### src/rtl/fir_serial_pkg.sv
package fir_serial_pkg;

    function automatic int ceil_div(input int num, input int den);
        int d;
        d = (den < 1) ? 1 : den;
        return (num + d - 1) / d;
    endfunction

    // Fold factor: cycles each sample occupies the lanes
    function automatic int pick_fold(input int taps, input int cycles,
                                     input int by_macs, input int mac_limit);
        if (by_macs != 0) begin
            return ceil_div(taps, mac_limit);
        end
        if (cycles < 1) begin
            return 1;
        end
        return (cycles >= taps) ? taps : cycles;
    endfunction

    function automatic int idx_width(input int n);
        return (n > 1) ? $clog2(n) : 1;
    endfunction

endpackage

### src/rtl/fir_serial_ctrl.sv
module fir_serial_ctrl #(
    parameter int DATA_W = 8,
    parameter int FOLD   = 3,
    parameter int PH_W   = 2
) (
    input  logic              clk,
    input  logic              rst,
    input  logic              in_valid,
    input  logic [DATA_W-1:0] in_data,
    output logic              ready,
    output logic              load,
    output logic [DATA_W-1:0] load_data,
    output logic              busy,
    output logic [PH_W-1:0]   phase,
    output logic              first,
    output logic              last
);
    localparam logic [PH_W-1:0] LAST_PH = PH_W'(FOLD - 1);

    typedef struct packed {
        logic              busy;
        logic [PH_W-1:0]   phase;
        logic              ready;
        logic              late_ok;
        logic              held;
        logic [DATA_W-1:0] held_data;
    } ctrl_state_t;

    ctrl_state_t st_d, st_q;
    logic accept, capture, release_held;

    always_comb begin
        st_d         = st_q;
        accept       = in_valid && st_q.ready;
        capture      = in_valid && !st_q.ready && st_q.late_ok && !st_q.held;
        last         = st_q.busy && (st_q.phase == LAST_PH);
        first        = st_q.busy && (st_q.phase == '0);
        release_held = last && st_q.held;
        load         = accept || release_held;
        load_data    = release_held ? st_q.held_data : in_data;

        st_d.late_ok = accept;
        if (capture) begin
            st_d.held      = 1'b1;
            st_d.held_data = in_data;
        end else if (release_held) begin
            st_d.held = 1'b0;
        end

        if (load) begin
            st_d.busy  = 1'b1;
            st_d.phase = '0;
        end else if (last) begin
            st_d.busy  = 1'b0;
            st_d.phase = '0;
        end else if (st_q.busy) begin
            st_d.phase = st_q.phase + 1'b1;
        end

        st_d.ready = !st_d.held && (!st_d.busy || (st_d.phase == LAST_PH));
    end

    always_ff @(posedge clk) begin
        if (rst) begin
            st_q       <= '0;
            st_q.ready <= 1'b1;
        end else begin
            st_q <= st_d;
        end
    end

    assign ready = st_q.ready;
    assign busy  = st_q.busy;
    assign phase = st_q.phase;

    // A held sample must keep the input closed
    assert_held_blocks_ready_R5: assert property (@(posedge clk) disable iff (rst)
        st_q.held |-> !st_q.ready);

    // Final processing cycle with nothing held opens the input
    assert_ready_in_last_R3: assert property (@(posedge clk) disable iff (rst)
        (st_q.busy && st_q.phase == LAST_PH && !st_q.held) |-> st_q.ready);

    generate
        if (FOLD > 1) begin : g_multi
            assert_drop_after_accept_R3: assert property (@(posedge clk) disable iff (rst)
                (in_valid && ready) |=> !ready);
        end
    endgenerate
endmodule

### src/rtl/fir_mac_lane.sv
module fir_mac_lane #(
    parameter int DATA_W = 8,
    parameter int COEF_W = 8,
    parameter int FOLD   = 3,
    parameter int PH_W   = 2,
    parameter int ACC_W  = 19,
    parameter logic [FOLD*COEF_W-1:0] BANK = '0
) (
    input  logic                   clk,
    input  logic                   rst,
    input  logic                   busy,
    input  logic                   first,
    input  logic [PH_W-1:0]        phase,
    input  logic [FOLD*DATA_W-1:0] samples,
    output logic [ACC_W-1:0]       sum_now
);
    localparam int PROD_W = DATA_W + COEF_W;

    typedef struct packed {
        logic signed [ACC_W-1:0] acc;
    } lane_state_t;

    lane_state_t st_d, st_q;
    logic signed [DATA_W-1:0] smp;
    logic signed [COEF_W-1:0] coef;
    logic signed [PROD_W-1:0] prod;
    logic signed [ACC_W-1:0]  base;
    logic signed [ACC_W-1:0]  total;

    always_comb begin
        smp  = '0;
        coef = '0;
        for (int p = 0; p < FOLD; p++) begin
            if (int'(phase) == p) begin
                smp  = samples[p*DATA_W +: DATA_W];
                coef = BANK[p*COEF_W +: COEF_W];
            end
        end
        prod  = smp * coef;
        base  = first ? '0 : st_q.acc;
        total = base + ACC_W'(prod);
        st_d  = st_q;
        if (busy) begin
            st_d.acc = total;
        end
    end

    always_ff @(posedge clk) begin
        if (rst) begin
            st_q <= '0;
        end else begin
            st_q <= st_d;
        end
    end

    assign sum_now = total;
endmodule

### src/rtl/fir_partial_sum.sv
module fir_partial_sum #(
    parameter int LANES = 3,
    parameter int ACC_W = 19
) (
    input  logic [LANES*ACC_W-1:0] parts,
    output logic [ACC_W-1:0]       total
);
    always_comb begin
        total = '0;
        for (int m = 0; m < LANES; m++) begin
            total = total + parts[m*ACC_W +: ACC_W];
        end
    end
endmodule

### src/rtl/fir_serial_mac.sv
module fir_serial_mac
    import fir_serial_pkg::*;
#(
    parameter int DATA_W       = 8,
    parameter int COEF_W       = 8,
    parameter int NUM_TAPS     = 7,
    parameter int CYCLES       = 3,
    parameter int SIZE_BY_MACS = 0,
    parameter int MAC_LIMIT    = 1,
    parameter logic [NUM_TAPS*COEF_W-1:0] COEFS =
        {8'hFE, 8'h01, 8'h80, 8'h7F, 8'h11, 8'hFB, 8'h03}
) (
    input  logic                                             clk,
    input  logic                                             rst,
    input  logic                                             in_valid,
    input  logic [DATA_W-1:0]                                in_data,
    output logic                                             ready,
    output logic                                             out_valid,
    output logic [DATA_W+COEF_W+$clog2(NUM_TAPS)-1:0]        out_data
);
    localparam int FOLD  = pick_fold(NUM_TAPS, CYCLES, SIZE_BY_MACS, MAC_LIMIT);
    localparam int LANES = ceil_div(NUM_TAPS, FOLD);
    localparam int SLOTS = LANES * FOLD;
    localparam int PH_W  = idx_width(FOLD);
    localparam int ACC_W = DATA_W + COEF_W + $clog2(NUM_TAPS);
    localparam logic [SLOTS*COEF_W-1:0] COEF_PAD = (SLOTS*COEF_W)'(COEFS);

    typedef struct packed {
        logic [SLOTS-1:0][DATA_W-1:0] line;
        logic                         out_valid;
        logic [ACC_W-1:0]             out_data;
    } top_state_t;

    top_state_t st_d, st_q;

    logic              load, busy, first, last;
    logic [DATA_W-1:0] load_data;
    logic [PH_W-1:0]   phase;
    logic [LANES*ACC_W-1:0] parts;
    logic [ACC_W-1:0]  total;

    fir_serial_ctrl #(
        .DATA_W(DATA_W), .FOLD(FOLD), .PH_W(PH_W)
    ) u_ctrl (
        .clk(clk), .rst(rst), .in_valid(in_valid), .in_data(in_data),
        .ready(ready), .load(load), .load_data(load_data), .busy(busy),
        .phase(phase), .first(first), .last(last)
    );

    generate
        for (genvar m = 0; m < LANES; m++) begin : g_lane
            logic [FOLD*DATA_W-1:0] bank_samples;
            assign bank_samples = st_q.line[m*FOLD +: FOLD];
            fir_mac_lane #(
                .DATA_W(DATA_W), .COEF_W(COEF_W), .FOLD(FOLD), .PH_W(PH_W),
                .ACC_W(ACC_W), .BANK(COEF_PAD[m*FOLD*COEF_W +: FOLD*COEF_W])
            ) u_lane (
                .clk(clk), .rst(rst), .busy(busy), .first(first), .phase(phase),
                .samples(bank_samples), .sum_now(parts[m*ACC_W +: ACC_W])
            );
        end
    endgenerate

    fir_partial_sum #(.LANES(LANES), .ACC_W(ACC_W)) u_sum (
        .parts(parts), .total(total)
    );

    always_comb begin
        st_d = st_q;
        if (load) begin
            for (int i = SLOTS - 1; i > 0; i--) begin
                st_d.line[i] = st_q.line[i-1];
            end
            st_d.line[0] = load_data;
        end
        st_d.out_valid = busy && last;
        if (busy && last) begin
            st_d.out_data = total;
        end
    end

    always_ff @(posedge clk) begin
        if (rst) begin
            st_q <= '0;
        end else begin
            st_q <= st_d;
        end
    end

    assign out_valid = st_q.out_valid;
    assign out_data  = st_q.out_data;

    generate
        if (FOLD > 1) begin : g_pulse
            assert_valid_pulse_R2: assert property (@(posedge clk) disable iff (rst)
                out_valid |=> !out_valid);
        end
    endgenerate
endmodule

### config.mk
export PLATFORM = sky130hd
export DESIGN_NAME = fir_serial_mac
export DESIGN_NICKNAME = d
export VERILOG_FILES = /design/src/rtl/fir_serial_pkg.sv /design/src/rtl/fir_serial_ctrl.sv /design/src/rtl/fir_mac_lane.sv /design/src/rtl/fir_partial_sum.sv /design/src/rtl/fir_serial_mac.sv
export SDC_FILE = /design/constraint.sdc
export NUM_CORES = 1
export LEC_CHECK = 0
export BUFFER_PORTS_ARGS = -buffer_cell sky130_fd_sc_hd__buf_2
export CAP_MARGIN = 25
export CORE_ASPECT_RATIO = 1.4
export CORE_MARGIN = 2
export CORE_UTILIZATION = 60
export CTS_CLUSTER_DIAMETER = 60
export DETAILED_ROUTE_END_ITERATION = 6
export GPL_ROUTABILITY_DRIVEN = 0
export PLACE_DENSITY_LB_ADDON = 0.15
export SLEW_MARGIN = 20
export SYNTH_ARGS = -nofsm -noshare
export SYNTH_HDL_FRONTEND = slang
export SYNTH_HIERARCHICAL = 1
export SYNTH_SLANG_ARGS = --single-unit
### constraint.sdc
create_clock -name clk -period 19 [get_ports clk]
set_input_delay 0.95 -clock clk [delete_from_list [all_inputs] [get_ports clk]]
set_output_delay 0.95 -clock clk [all_outputs]
set_load 0.01 [all_outputs]
==> summary.txt <==
Power and ir drop
  – Peak supply drop: 0.0000899 V
  – Pleak: 0.00889 uW
  – Pwr dens: 87.7 nW/um^2
  – Tot Pwr: 1540 uW

Layout
  – Finished Layout Cells: 2142
  – Fin nets: 2152
  – Multi-input gate area: 12300 um^2
  – Layout cells sized above 1: 8.07%
  – FF/Latch Area: 2950 um^2
  – ANT cells: 0
  – Filler cells: 2339
  – Final core utilization: 63.7%
  – Layout area overhead: 5.28%

Yosys
  – Synthesis Warnings: 6
  – Syn_area_per_cell: 9.39 um^2
  – Post-Syn Area: 16600 um^2
  – Syn Nets: 2164
  – Gate Count Post-Synth: 1771

Setup path
  – Crit-path most repeated cell: fa_1
  – R2r setup slk: 10580 ps
  – Reg-to-reg startpoint: u_ctrl/phase[1]$_SDFF_PP0_
  – CP Cell Sequence: buf_4 -> nor2_1 -> nand2_1 -> inv_1 -> fa_1 -> fa_1 -> fa_1 -> fa_1 -> ha_1 -> ha_1 -> a2111oi_0 -> o21ai_0 -> a41oi_1 -> a21oi_1 -> xor2_1 -> fa_1 -> ha_1 -> and3_1 -> a31oi_1 -> o21ai_1 -> a31oi_1 -> xnor2_1 -> nand3_1 -> a21oi_1
  – CP required: 19390 ps
  – Nature of the critical path startpoint: flip-flop
  – Buf/Inv on CP: 2
  – Crit Path Max Fanout: 23
  – Critical Path Sink Type: flip-flop
  – Crit-path leading delay family: adder cells
  – Reg2reg end: out_data[17]$_SDFFE_PP0P_
  – CP Class: flip-flop to flip-flop
  – Reg2reg path depth: 24
  – Largest stage delay, worst path: 690 ps
  – CP arrival: 8800 ps
  – Slowest-stage cell, CP: inv_1

Place
  – Placed Cells incl. Taps: 2110
  – Dpl hpwl: 30.7 mm
  – Port-buffer cells: 31

Clock network
  – Clk pin slew, worst setup/hold paths: 70 ps
  – Hold_buf cts: 0
  – Clock root buffer: clkbuf_16
  – CTS tree: done
  – Resize count post-CTS: 0
  – TritonCTS buffer count: 17
  – H-tree depth: 4
  – Clock insertion delay at the later pin of the skew report: 460 ps
  – CTS sink count: 147
  – Max Root-Sink Buffers: 2
  – Post-CTS setup repair buffer count: 0

Run
  – Max Cap Violations: 0

Global routing
  – Number of global-route vias before repair: 12400
  – Global-route wire length before repair: 61.8 mm
  – Initial antenna violation count: 0
  – GRT Residual Overflow: 0
  – Gr usage total: 27.3%
  – Largest net degree at the start of global routing: 68

Route
  – Vias: 11900
  – WL/cell: 17.6 um
  – DRC Markers: 0
  – WL final: 37.7 mm
  – Final ANT Viol Nets: 0
  – Vias per cell: 5.56
  – DRT Pass-1 Iters: 5
  – DRT iter0 DRCs: 472

Floorplanning
  – Die ar.: 29100 um^2
  – Ports: 32
  – Die Span X: 145 um
  – Initial Util: 60.6%
  – Row count: 72
  – Area of the core: 27500 um^2
  – Die extent in y: 201 um

STA
  – Fin crit share: 44.3%
  – Setup Skew: 12.4 ps
  – Final Setup Violations: 0
  – Fin Hold WS: 455 ps
  – Worst rel slew slack: 33.4%
  – Setup TNS: 0 ps
  – Final Max Tran Viols: 0
  – Unrepaired setup endpoints after global routing: no
  – Slew @ Worst Pin: 999 ps
  – Final worst path period need: 8420 ps
  – Max Fclk: 119 MHz
  – Final Hold Viols: 0

Worst hold path
  – Worst Hold End: g_lane[1].u_lane/st_q[17]$_SDFFE_PP0P_
  – Hold_sp: g_lane[1].u_lane/st_q[17]$_SDFFE_PP0P_
  – Worst min-delay path class: flip-flop to flip-flop
  – Hold depth: 1

Run status
  – Status: completed
==> cell type report <==
type	instances	share of cell area [%]
well taps	370	2.64
clock inverters	15	0.900
clock buffers	17	2.43
inverters	259	5.55
repair buffers	39	1.24
flip-flops and latches	147	16.8
multi-input cells	1295	70.4
==> layer usage <==
metal	vias to the layer above	global-route usage, %	wire, um
met1	5856	31.9	15100
met5	-	0	0
met3	67	3.22	930
met4	0	10.8	1280
met2	203	50.1	20300
li1	5792	-	-
==> worst register-to-register path, cell delays in order, from the launching register on <==
cell	delay (ps)
dfxtp_1	400
buf_4	270
nor2_1	420
nand2_1	470
inv_1	690
fa_1	560
fa_1	500
fa_1	560
fa_1	420
ha_1	290
ha_1	360
a2111oi_0	410
o21ai_0	230
a41oi_1	550
a21oi_1	160
xor2_1	250
fa_1	460
ha_1	370
and3_1	210
a31oi_1	150
o21ai_1	80
a31oi_1	180
xnor2_1	140
nand3_1	80
a21oi_1	130
==> registers in the layout, indices dropped and copies added, names as in the netlist <==
signal / cells
u_ctrl/phase: 2
g_lane.bank_samples: 56
u_ctrl/busy: 1
out_data: 19
u_ctrl/ready: 1
out_valid: 1
g_lane.u_lane/st_q: 57
u_ctrl/st_q: 10
==> worst max path at each step <==
stage               cells after the start                       start                   endpoint  slack, ps
finish                                 24  u_ctrl/phase[1]$_SDFF_PP0_  out_data[17]$_SDFFE_PP0P_      10580
CTS                                    24  u_ctrl/phase[1]$_SDFF_PP0_  out_data[17]$_SDFFE_PP0P_      10640
global placement                       24  u_ctrl/phase[1]$_SDFF_PP0_  out_data[17]$_SDFFE_PP0P_      10840
floorplan                              25  u_ctrl/phase[1]$_SDFF_PP0_  out_data[17]$_SDFFE_PP0P_      11110
detailed placement                     24  u_ctrl/phase[1]$_SDFF_PP0_  out_data[17]$_SDFFE_PP0P_      10690
global route                           24  u_ctrl/phase[1]$_SDFF_PP0_  out_data[17]$_SDFFE_PP0P_       9910
==> report_power, final <==
part	switching, uW	leakage (uW)	total [uW]	internal (uW)
Sequential	16.4	0.00119	341	324
Clock	158	0.000293	344	186
Combinational	494	0.00741	851	357
Total	668	0.00889	1540	868
==> cell usage in the layout, fill, tap and decap left out, types with 14 or more instances in the layout <==
cell type    n
nor2_1     162
nand3_1     31
a21oi_1     72
nor2b_1     55
inv_1      259
buf_2       30
mux2i_1    102
nor3_1      14
or2_2       15
fa_1       189
o21a_1      23
nand2_1     51
o21ai_0     24
dfxtp_1    146
clkbuf_16   17
ha_1       193
a21bo_2     19
a21o_1      34
xnor2_1     60
nand2b_1    40
and2_1      25
xor2_1      28
==> through the flow <==
step / worst slack, ps / area [um^2]
final: 10580 / 17500
after floorplan: 11110 / 16600
after CTS: 10640 / 17500
after detailed placement: 10690 / 16900
after global placement: 10840 / 16900
after global routing: 9910 / 17500
(Power assumes the default switching activity.)
